## src/rtl/sbr_pkg.sv

```systemverilog
package sbr_pkg;
    typedef enum logic [1:0] {
        ST_IDLE  = 2'd0,
        ST_ADDR  = 2'd1,
        ST_WDATA = 2'd2,
        ST_RDATA = 2'd3
    } sbr_state_e;

    localparam logic [2:0] KIND_RD = 3'b001;
    localparam logic [2:0] KIND_WR = 3'b010;
endpackage

```

## src/rtl/sbr_parity.sv

```systemverilog
module sbr_parity #(
    parameter int BYTES = 4
) (
    input  logic [8*BYTES-1:0] data_i,
    output logic [BYTES-1:0]   chk_o
);
    for (genvar b = 0; b < BYTES; b++) begin : g_byte
        assign chk_o[b] = ^data_i[8*b +: 8];
    end
endmodule

```

## src/rtl/sbr_pacer.sv

```systemverilog
module sbr_pacer #(
    parameter int PACE_W = 4
) (
    input  logic              clk,
    input  logic              rst_n,
    input  logic [PACE_W-1:0] mode_i,
    input  logic              clr_i,
    input  logic              adv_i,
    output logic              slot_o
);
    localparam int IDX_W = (PACE_W > 1) ? $clog2(PACE_W) : 1;

    logic [PACE_W-1:0] pat_q;
    logic [IDX_W-1:0]  idx_d, idx_q;

    // pattern captured synchronously for as long as reset is held
    always_ff @(posedge clk) begin
        if (!rst_n) pat_q <= mode_i;
    end

    always_comb begin
        idx_d = idx_q;
        if (clr_i) begin
            idx_d = '0;
        end else if (adv_i) begin
            if (idx_q == IDX_W'(PACE_W - 1)) idx_d = '0;
            else                             idx_d = idx_q + 1'b1;
        end
    end

    always_ff @(posedge clk or negedge rst_n) begin
        if (!rst_n) idx_q <= '0;
        else        idx_q <= idx_d;
    end

    assign slot_o = (pat_q == '0) || pat_q[idx_q];
endmodule

```

## src/rtl/sysbus_requester.sv

```systemverilog
module sysbus_requester
    import sbr_pkg::*;
#(
    parameter int DW          = 32,
    parameter int BLOCK_WORDS = 8,
    parameter int PACE_W      = 4
) (
    input  logic              clk,
    input  logic              rst_n,
    input  logic [PACE_W-1:0] pace_mode_i,
    input  logic              req_valid_i,
    input  logic              req_write_i,
    input  logic              req_block_i,
    input  logic [2:0]        req_size_i,
    input  logic [DW-1:0]     req_addr_i,
    output logic              req_ready_o,
    input  logic [DW-1:0]     wdata_i,
    output logic              wdata_take_o,
    output logic [DW-1:0]     rdata_o,
    output logic              rdata_valid_o,
    output logic              rdata_last_o,
    output logic              par_err_o,
    output logic [DW-1:0]     ad_o,
    output logic [DW/8-1:0]   ad_chk_o,
    output logic [8:0]        cmd_o,
    output logic              cmd_par_o,
    output logic              drive_o,
    input  logic [DW-1:0]     ad_i,
    input  logic [DW/8-1:0]   ad_chk_i,
    input  logic              rd_valid_i,
    input  logic              rd_ready_i,
    input  logic              wr_ready_i
);
    localparam int BYTES = DW / 8;
    localparam int OFS_W = $clog2(BYTES);
    localparam int CNT_W = $clog2(BLOCK_WORDS + 1);
    localparam int SUM_W = OFS_W + 4;

    typedef struct packed {
        sbr_state_e       state;
        logic             write;
        logic             block;
        logic [2:0]       size;
        logic [DW-1:0]    addr;
        logic [CNT_W-1:0] words;
        logic [CNT_W-1:0] cnt;
        logic             perr;
    } regs_t;

    regs_t q, d;

    logic             slot;
    logic [BYTES-1:0] rd_chk_calc;
    logic             last_word;
    logic [SUM_W-1:0] span;

    sbr_pacer #(.PACE_W(PACE_W)) u_pacer (
        .clk    (clk),
        .rst_n  (rst_n),
        .mode_i (pace_mode_i),
        .clr_i  (q.state == ST_ADDR),
        .adv_i  (q.state == ST_WDATA),
        .slot_o (slot)
    );

    sbr_parity #(.BYTES(BYTES)) u_par_out (.data_i(ad_o), .chk_o(ad_chk_o));
    sbr_parity #(.BYTES(BYTES)) u_par_in  (.data_i(ad_i), .chk_o(rd_chk_calc));

    assign span      = SUM_W'(req_addr_i[OFS_W-1:0]) + SUM_W'(req_size_i);
    assign last_word = (q.cnt == q.words - 1'b1);

    always_comb begin
        d             = q;
        req_ready_o   = (q.state == ST_IDLE);
        drive_o       = 1'b0;
        ad_o          = '0;
        cmd_o         = '0;
        wdata_take_o  = 1'b0;
        rdata_valid_o = 1'b0;
        rdata_last_o  = 1'b0;
        case (q.state)
            ST_IDLE: begin
                if (req_valid_i) begin
                    d.state = ST_ADDR;
                    d.write = req_write_i;
                    d.block = req_block_i;
                    d.size  = req_size_i;
                    d.addr  = req_addr_i;
                    d.cnt   = '0;
                    d.words = req_block_i ? CNT_W'(BLOCK_WORDS)
                                          : CNT_W'((span >> OFS_W) + 1'b1);
                end
            end
            ST_ADDR: begin
                drive_o = 1'b1;
                ad_o    = q.addr;
                cmd_o   = {1'b0, (q.write ? KIND_WR : KIND_RD), q.block, 1'b0,
                           (q.block ? 3'(BLOCK_WORDS - 1) : q.size)};
                if (q.write ? wr_ready_i : rd_ready_i)
                    d.state = q.write ? ST_WDATA : ST_RDATA;
            end
            ST_WDATA: begin
                if (slot) begin
                    drive_o      = 1'b1;
                    wdata_take_o = 1'b1;
                    ad_o         = wdata_i;
                    cmd_o        = {1'b1, last_word, 7'b0};
                    d.cnt        = q.cnt + 1'b1;
                    if (last_word) d.state = ST_IDLE;
                end
            end
            ST_RDATA: begin
                if (rd_valid_i) begin
                    rdata_valid_o = 1'b1;
                    rdata_last_o  = last_word;
                    d.cnt         = q.cnt + 1'b1;
                    if (ad_chk_i != rd_chk_calc) d.perr = 1'b1;
                    if (last_word) d.state = ST_IDLE;
                end
            end
            default: d.state = ST_IDLE;
        endcase
    end

    always_ff @(posedge clk or negedge rst_n) begin
        if (!rst_n) begin
            q       <= '0;
            q.state <= ST_IDLE;
        end else begin
            q <= d;
        end
    end

    assign cmd_par_o = ^cmd_o;
    assign rdata_o   = ad_i;
    assign par_err_o = q.perr;

    // address cycle held while its own ready is low
    p_addr_hold_r3: assert property (@(posedge clk) disable iff (!rst_n)
        (drive_o && !cmd_o[8] && !(cmd_o[6] ? wr_ready_i : rd_ready_i))
        |=> (drive_o && !cmd_o[8] && $stable(ad_o)));

    // a consumed write word is a driven data cycle
    p_take_is_data_r5: assert property (@(posedge clk) disable iff (!rst_n)
        wdata_take_o |-> (drive_o && cmd_o[8]));

    // bus not driven while read words arrive
    p_read_undriven_r7: assert property (@(posedge clk) disable iff (!rst_n)
        rdata_valid_o |-> !drive_o);

    // even parity over command and its check bit
    p_cmd_parity_r8: assert property (@(posedge clk) disable iff (!rst_n)
        drive_o |-> ((^{cmd_o, cmd_par_o}) == 1'b0));

    // error flag is sticky
    p_sticky_err_r9: assert property (@(posedge clk) disable iff (!rst_n)
        par_err_o |=> par_err_o);

    // ready only while bus is quiet
    p_ready_idle_r10: assert property (@(posedge clk) disable iff (!rst_n)
        req_ready_o |-> (!drive_o && !rdata_valid_o));
endmodule

```

## config.mk

```make
export PLATFORM = sky130hd
export DESIGN_NAME = sysbus_requester
export DESIGN_NICKNAME = d
export VERILOG_FILES = /design/src/rtl/sbr_pkg.sv /design/src/rtl/sbr_parity.sv /design/src/rtl/sbr_pacer.sv /design/src/rtl/sysbus_requester.sv
export SDC_FILE = /design/constraint.sdc
export NUM_CORES = 1
export LEC_CHECK = 0
export BUFFER_PORTS_ARGS = -buffer_cell sky130_fd_sc_hd__buf_2
export CORE_MARGIN = 2
export CORE_UTILIZATION = 48
export DETAILED_ROUTE_END_ITERATION = 10
export PLACE_DENSITY = 0.82
export SKIP_CTS_REPAIR_TIMING = 1
export SLEW_MARGIN = 20
export SYNTH_ARGS = -nofsm -noshare
export SYNTH_HDL_FRONTEND = slang
export SYNTH_SLANG_ARGS = --single-unit
```

## constraint.sdc

```tcl
create_clock -name clk -period 2.97 [get_ports clk]
set_clock_uncertainty 0.05 [all_clocks]
set_input_delay 0.297 -clock clk [delete_from_list [all_inputs] [get_ports clk]]
set_output_delay 0.297 -clock clk [all_outputs]
set_load 0.01 [all_outputs]
```

# Word level (Yosys, flattened, before mapping)
# Index checks and enable logic that the tools add are counted.
# word_totals
regBits,54
rom_bits,0
latchBits,0
mem_count,0
wordCells,75
input_bits,115
mem_bits_rw,0
# op_classes
multipliers,0
n_shift,0
reduce_logical,18
div,0
eq_ne,10
bitwise_logic,0
order_cmp,1
n_addsub,5
mux,31
# ops
cell,n
one-hot mux 32 bit (2 select lines),1
parity 8 bit,8
2-to-1 mux 47 bit,1
2-to-1 mux 32 bit,1
one-hot mux 9 bit (2 select lines),1
2-to-1 mux 2 bit,8
one-hot mux 4 bit (3 select lines),1
2-to-1 mux 1 bit,10
2-to-1 mux 9 bit,1
parity 9 bit,1
2-to-1 mux 4 bit,2
inequality test 2 bit (second input constant),4
one-hot mux 2 bit (4 select lines),1
AND reduction 4 bit,2
equality test 2 bit (second input constant),3
2-to-1 mux 5 bit,1
adder 2 x 3 -> 4 bit,1
adder 4 x 1 -> 4 bit (second input constant),1
equality test 4 bit,1
zero test 4 bit,1
inequality test 4 bit,1
subtractor 4 x 1 -> 4 bit (second input constant),1
adder 2 x 1 -> 3 bit (second input constant),1
less-than comparator 2 x 3 -> 1 bit (second input constant),1
11 further kinds,11

# Longest topological paths before layout
# depth
word_depth,6
ltp_mapped,12

# Cells and area by module
# From an unflattened synthesis, not the netlist that was laid out.
# hier_totals
cells_unflattened,325
hier_area_um2,3569.7
# by_module_without_submodules
mod,n_inst,seq_area_each_um2,cells_each,area_per_inst_um2
sysbus_requester,1,1176.1,253,2824.0
sbr_parity,2,0.0,28,245.2
sbr_pacer,1,170.2,16,255.2

# Least setup slack after synthesis
# OpenSTA, ideal clock, no wires.
# synth_path
kind,reg-to-output
from,register q[46] (netlist bit)
to,output ad_chk_o[2]
t_arrival_ns,2.242
path_buffers,2
stages_incl_launch_ff,11
slack_ns,0.381
cell_sequence,dfrtp_1 inv_1 ha_1 and2_1 buf_2 buf_4 o211ai_2 a22o_1 or3_1 o2111a_1 xnor2_1
# synth_between
elab_chain_cells,3
elab_cells_between_ends,4
# synth_rtl
element,line,text
from (decl),sysbus_requester.sv:50,"regs_t q, d;"
equality test 2 bit / equality test 2 x 1 -> 1 bit (equally long branches),sysbus_requester.sv:81,case (q.state)
one-hot mux 32 bit (2 select lines) *,sysbus_requester.sv:81,
parity 8 bit *,sbr_parity.sv:8,assign chk_o[b] = ^data_i[8*b +: 8];
to (decl),sysbus_requester.sv:24,"output logic [DW/8-1:0] ad_chk_o,"
# Mark *: on every way between the ends. The rest lies on a longest branch, timed or not.

# Final worst setup path
# Same ends and word-level chain as after synthesis.

==> reports/qor.log <==
INFO  status         run_status=finished with violations
INFO  status         violations=setup timing
INFO  synthesis      ys_types=50
INFO  power          total_power=0.00547W
INFO  global_route   grt_pass1_wl=20,300um
INFO  die            chipWidth=99.5um
INFO  clocking       cts_buffers=5
INFO  timing         timing_hold_violations_final=0
INFO  detailed_routing routed_wirelength=13,300um
INFO  synthesis      synthTopCellsByArea=sky130_fd_sc_hd__dfrtp_1 28%, sky130_fd_sc_hd__mux2_2 9.8%, sky130_fd_sc_hd__xnor2_1 8.4%
INFO  global_route   grt_start_max_net_pins=44
INFO  critical_path  type_of_the_worst_setup_path=reg -> out
INFO  timing         grt_setup_unrepaired=yes
INFO  detailed_routing dr.first_iter.drc_count=254
INFO  job            max_cap_viol_count=0
INFO  synthesis      syn_nets=615
INFO  clocking       htreeDepth=2
INFO  clocking       worstSkewPairLatency=310ps
INFO  critical_path  worst_flop_to_flop_path_endpoint=q[46]
INFO  synthesis      synth_async_sr_flop_share=0.925
INFO  synthesis      synth-seq-area-share=0.307
INFO  critical_path  arrival=2700ps
INFO  detailed_routing vias=4,510
INFO  global_route   grt_overflow_total=0
INFO  synthesis      dominantRegCellSynth=sky130_fd_sc_hd__dfrtp_1
INFO  power          p_leak=2.68nW
INFO  synthesis      count_of_flip_flops_with_a_built_in_enable_after_synthesis=4
INFO  global_route   antenna_found_initial=0
INFO  critical_path  crit_path_start=q[46]
INFO  final_layout   flow.area_growth_from_synthesis=26.3%
INFO  final_layout   finish.utilization=0.631
INFO  global_route   globalRouteTotalUtil=0.253
INFO  final_layout   num-fill-cells=754
INFO  final_layout   antenna-diode-count=0
INFO  worst_hold_path worst_hold_startpoint=pace_mode_i[3]
INFO  clocking       cts.reportedPaths.clkPinSlew=100ps
INFO  detailed_routing postRouteAntennaNets=0
INFO  timing         setup_viol=3
INFO  power          ir_drop=0.423mV
INFO  placement      gp_congestion=0.967
INFO  final_layout   final-instance-count-excl-fill=775
INFO  detailed_routing drt_first_pass_iters=6
INFO  timing         worst_slew_pin_slew=1040ps
INFO  die            coreArea=8760um^2
INFO  detailed_routing avgViaCountPerCell=5.82
INFO  final_layout   post_route_cells_drive_above_1_share=0.433
INFO  critical_path  critPathMaxFanout=9
INFO  critical_path  critical_path.startpoint_type=flip-flop
INFO  die            die_area=9900um^2
INFO  clocking       clock_tree.buffer_depth=2
INFO  die            overall_die_height=99.5um
INFO  timing         timing.final.max_slew_violations=0
INFO  worst_hold_path holdPathStages=1
INFO  detailed_routing detail_route.drc_violations=0
INFO  timing         worst_relative_slew_slack=0.305
INFO  die            placement_rows=34
INFO  die            start_util=0.500
INFO  critical_path  r2r-start=u_pacer.pat_q[2]
INFO  critical_path  ff2ff_setup_slack=640ps
INFO  clocking       clkSinkCount=53
INFO  critical_path  rr_worst_depth=6
INFO  clocking       cts_tree=yes
INFO  global_route   first_global_vias=4,287
INFO  timing         achievable-frequency=328MHz
INFO  timing         min_period_over_period=1.03
INFO  clocking       cts-root-buf=sky130_fd_sc_hd__clkbuf_8
INFO  critical_path  crit_path_end_kind=primary output
INFO  detailed_routing wl_per_cell=17.2um
INFO  timing         timing.final.crit_period=3050ps
INFO  synthesis      post-synth-top-count-cell=sky130_fd_sc_hd__dfrtp_1
INFO  placement      dpl.cell_count=753
INFO  final_layout   fin_nets=790
INFO  synthesis      post_synth_most_frequent_cells=49 x sky130_fd_sc_hd__dfrtp_1, 47 x sky130_fd_sc_hd__nand2_1, 42 x sky130_fd_sc_hd__xnor2_1
INFO  die            num_io_pins=199
INFO  synthesis      postSynthAreaPerCell=8.92um^2
INFO  synthesis      synthCells=491
INFO  placement      placement.io_buffers=197
INFO  synthesis      synth_top_area_frac=0.280
INFO  critical_path  worstPathRequired=2620ps
INFO  timing         timing.setup.tns=-137ps
INFO  synthesis      syn-cell-area=4380um^2
INFO  worst_hold_path min_delay_worst_endpoint=u_pacer.pat_q[3]
INFO  synthesis      ys_ff_latch=53
INFO  power          pwr_density_cell=989nW/um^2
INFO  synthesis      yosysWarnings=0
INFO  placement      hpwlAfterDp=10,000um
INFO  timing         timing.final.ws_setup=-80.6ps
INFO  worst_hold_path min-delay-path-class=in -> reg
INFO  synthesis      synthDominantAreaCellType=sky130_fd_sc_hd__dfrtp_1
-- layer usage --
| metal | up-vias | global-route usage | wire length (um) |
|---|---|---|---|
| li1 | 2066 | - | - |
| met1 | 2127 | 0.317 | 5140 |
| met2 | 264 | 0.450 | 6520 |
| met3 | 53 | 0.0365 | 1180 |
| met4 | 0 | 0.0790 | 463 |
| met5 | - | 0 | 0 |
-- layout make-up --
type | instances | area [um^2] | area share
timing repair buffer | 226 | 1270 | 0.230
inverter | 16 | 62.6 | 0.0113
tap | 108 | 135 | 0.0244
sequential | 53 | 1350 | 0.243
multi-input combinational | 364 | 2630 | 0.475
clock inverter | 3 | 17.5 | 0.00317
clock buffer | 5 | 68.8 | 0.0124
-- critical path: stages (launching register included) --
cell and delay [ps]:
sky130_fd_sc_hd__dfrtp_1 400, sky130_fd_sc_hd__inv_1 80, sky130_fd_sc_hd__ha_1 330, sky130_fd_sc_hd__and2_4 180, sky130_fd_sc_hd__buf_12 120, sky130_fd_sc_hd__o211ai_1 100
sky130_fd_sc_hd__a22o_1 280, sky130_fd_sc_hd__or3_1 390, sky130_fd_sc_hd__o2111a_1 170, sky130_fd_sc_hd__xnor2_1 180, sky130_fd_sc_hd__buf_2 160
-- metrics by stage --
stage          cell area (um^2)  hold WS, ps  setup slack (ps)
6_report                   5530          106             -80.6
3_5_place_dp               5270          308               185
5_1_grt                    5530          103              -187
3_3_place_gp               5270          305               276
2_1_floorplan              4380        -48.6               381
4_1_cts                    5350        -28.1              -170
-- placed cells by master (no fill, tap or decap), types with 8 or more instances in the layout --
master                       n
sky130_fd_sc_hd__ha_1        8
sky130_fd_sc_hd__xnor2_1    42
sky130_fd_sc_hd__buf_4      20
sky130_fd_sc_hd__buf_2     197
sky130_fd_sc_hd__o211ai_1   20
sky130_fd_sc_hd__inv_1      14
sky130_fd_sc_hd__dfrtp_1    49
sky130_fd_sc_hd__nor2b_1    29
sky130_fd_sc_hd__a22oi_1     9
sky130_fd_sc_hd__a22o_1     15
sky130_fd_sc_hd__nor2_1     18
sky130_fd_sc_hd__o21ai_0    31
sky130_fd_sc_hd__xor2_1     12
sky130_fd_sc_hd__a21oi_1    23
sky130_fd_sc_hd__mux2_2     38
sky130_fd_sc_hd__nand2_1    46
-- cell families after synthesis --
| group | after synthesis | share of synthesized area |
|---|---|---|
| compound gates | 136 | 0.211 |
| simple gates | 123 | 0.139 |
| buf+inv | 74 | 0.0997 |
| xor+xnor | 54 | 0.108 |
| flops | 53 | 0.307 |
| mux | 41 | 0.107 |
| fa+ha+maj | 9 | 0.0257 |
| other cells | 1 | 0.000856 |
-- how the worst max path moves through the flow --
stage	endpoint	slack (ps)	cells after the start
after floorplan	ad_chk_o[2]	380	10
after global placement	ad_chk_o[2]	280	7
after detailed placement	ad_chk_o[2]	180	10
after CTS	ad_chk_o[2]	-170	10
after global routing	ad_chk_o[2]	-190	10
final	ad_chk_o[2]	-80	10
-- sequential cells by signal (all words and copies together), names as in the netlist --
| name | flops |
|---|---|
| u_pacer.idx_q | 2 |
| par_err_o | 1 |
| q | 46 |
| u_pacer.pat_q | 4 |
-- where the power goes --
group	internal (W)	switching (W)
Sequential	0.00105	0.000371
Clock	0.000164	0.000250
Combinational	0.00175	0.00189
No activity file was read; power rests on OpenSTA's default activity.
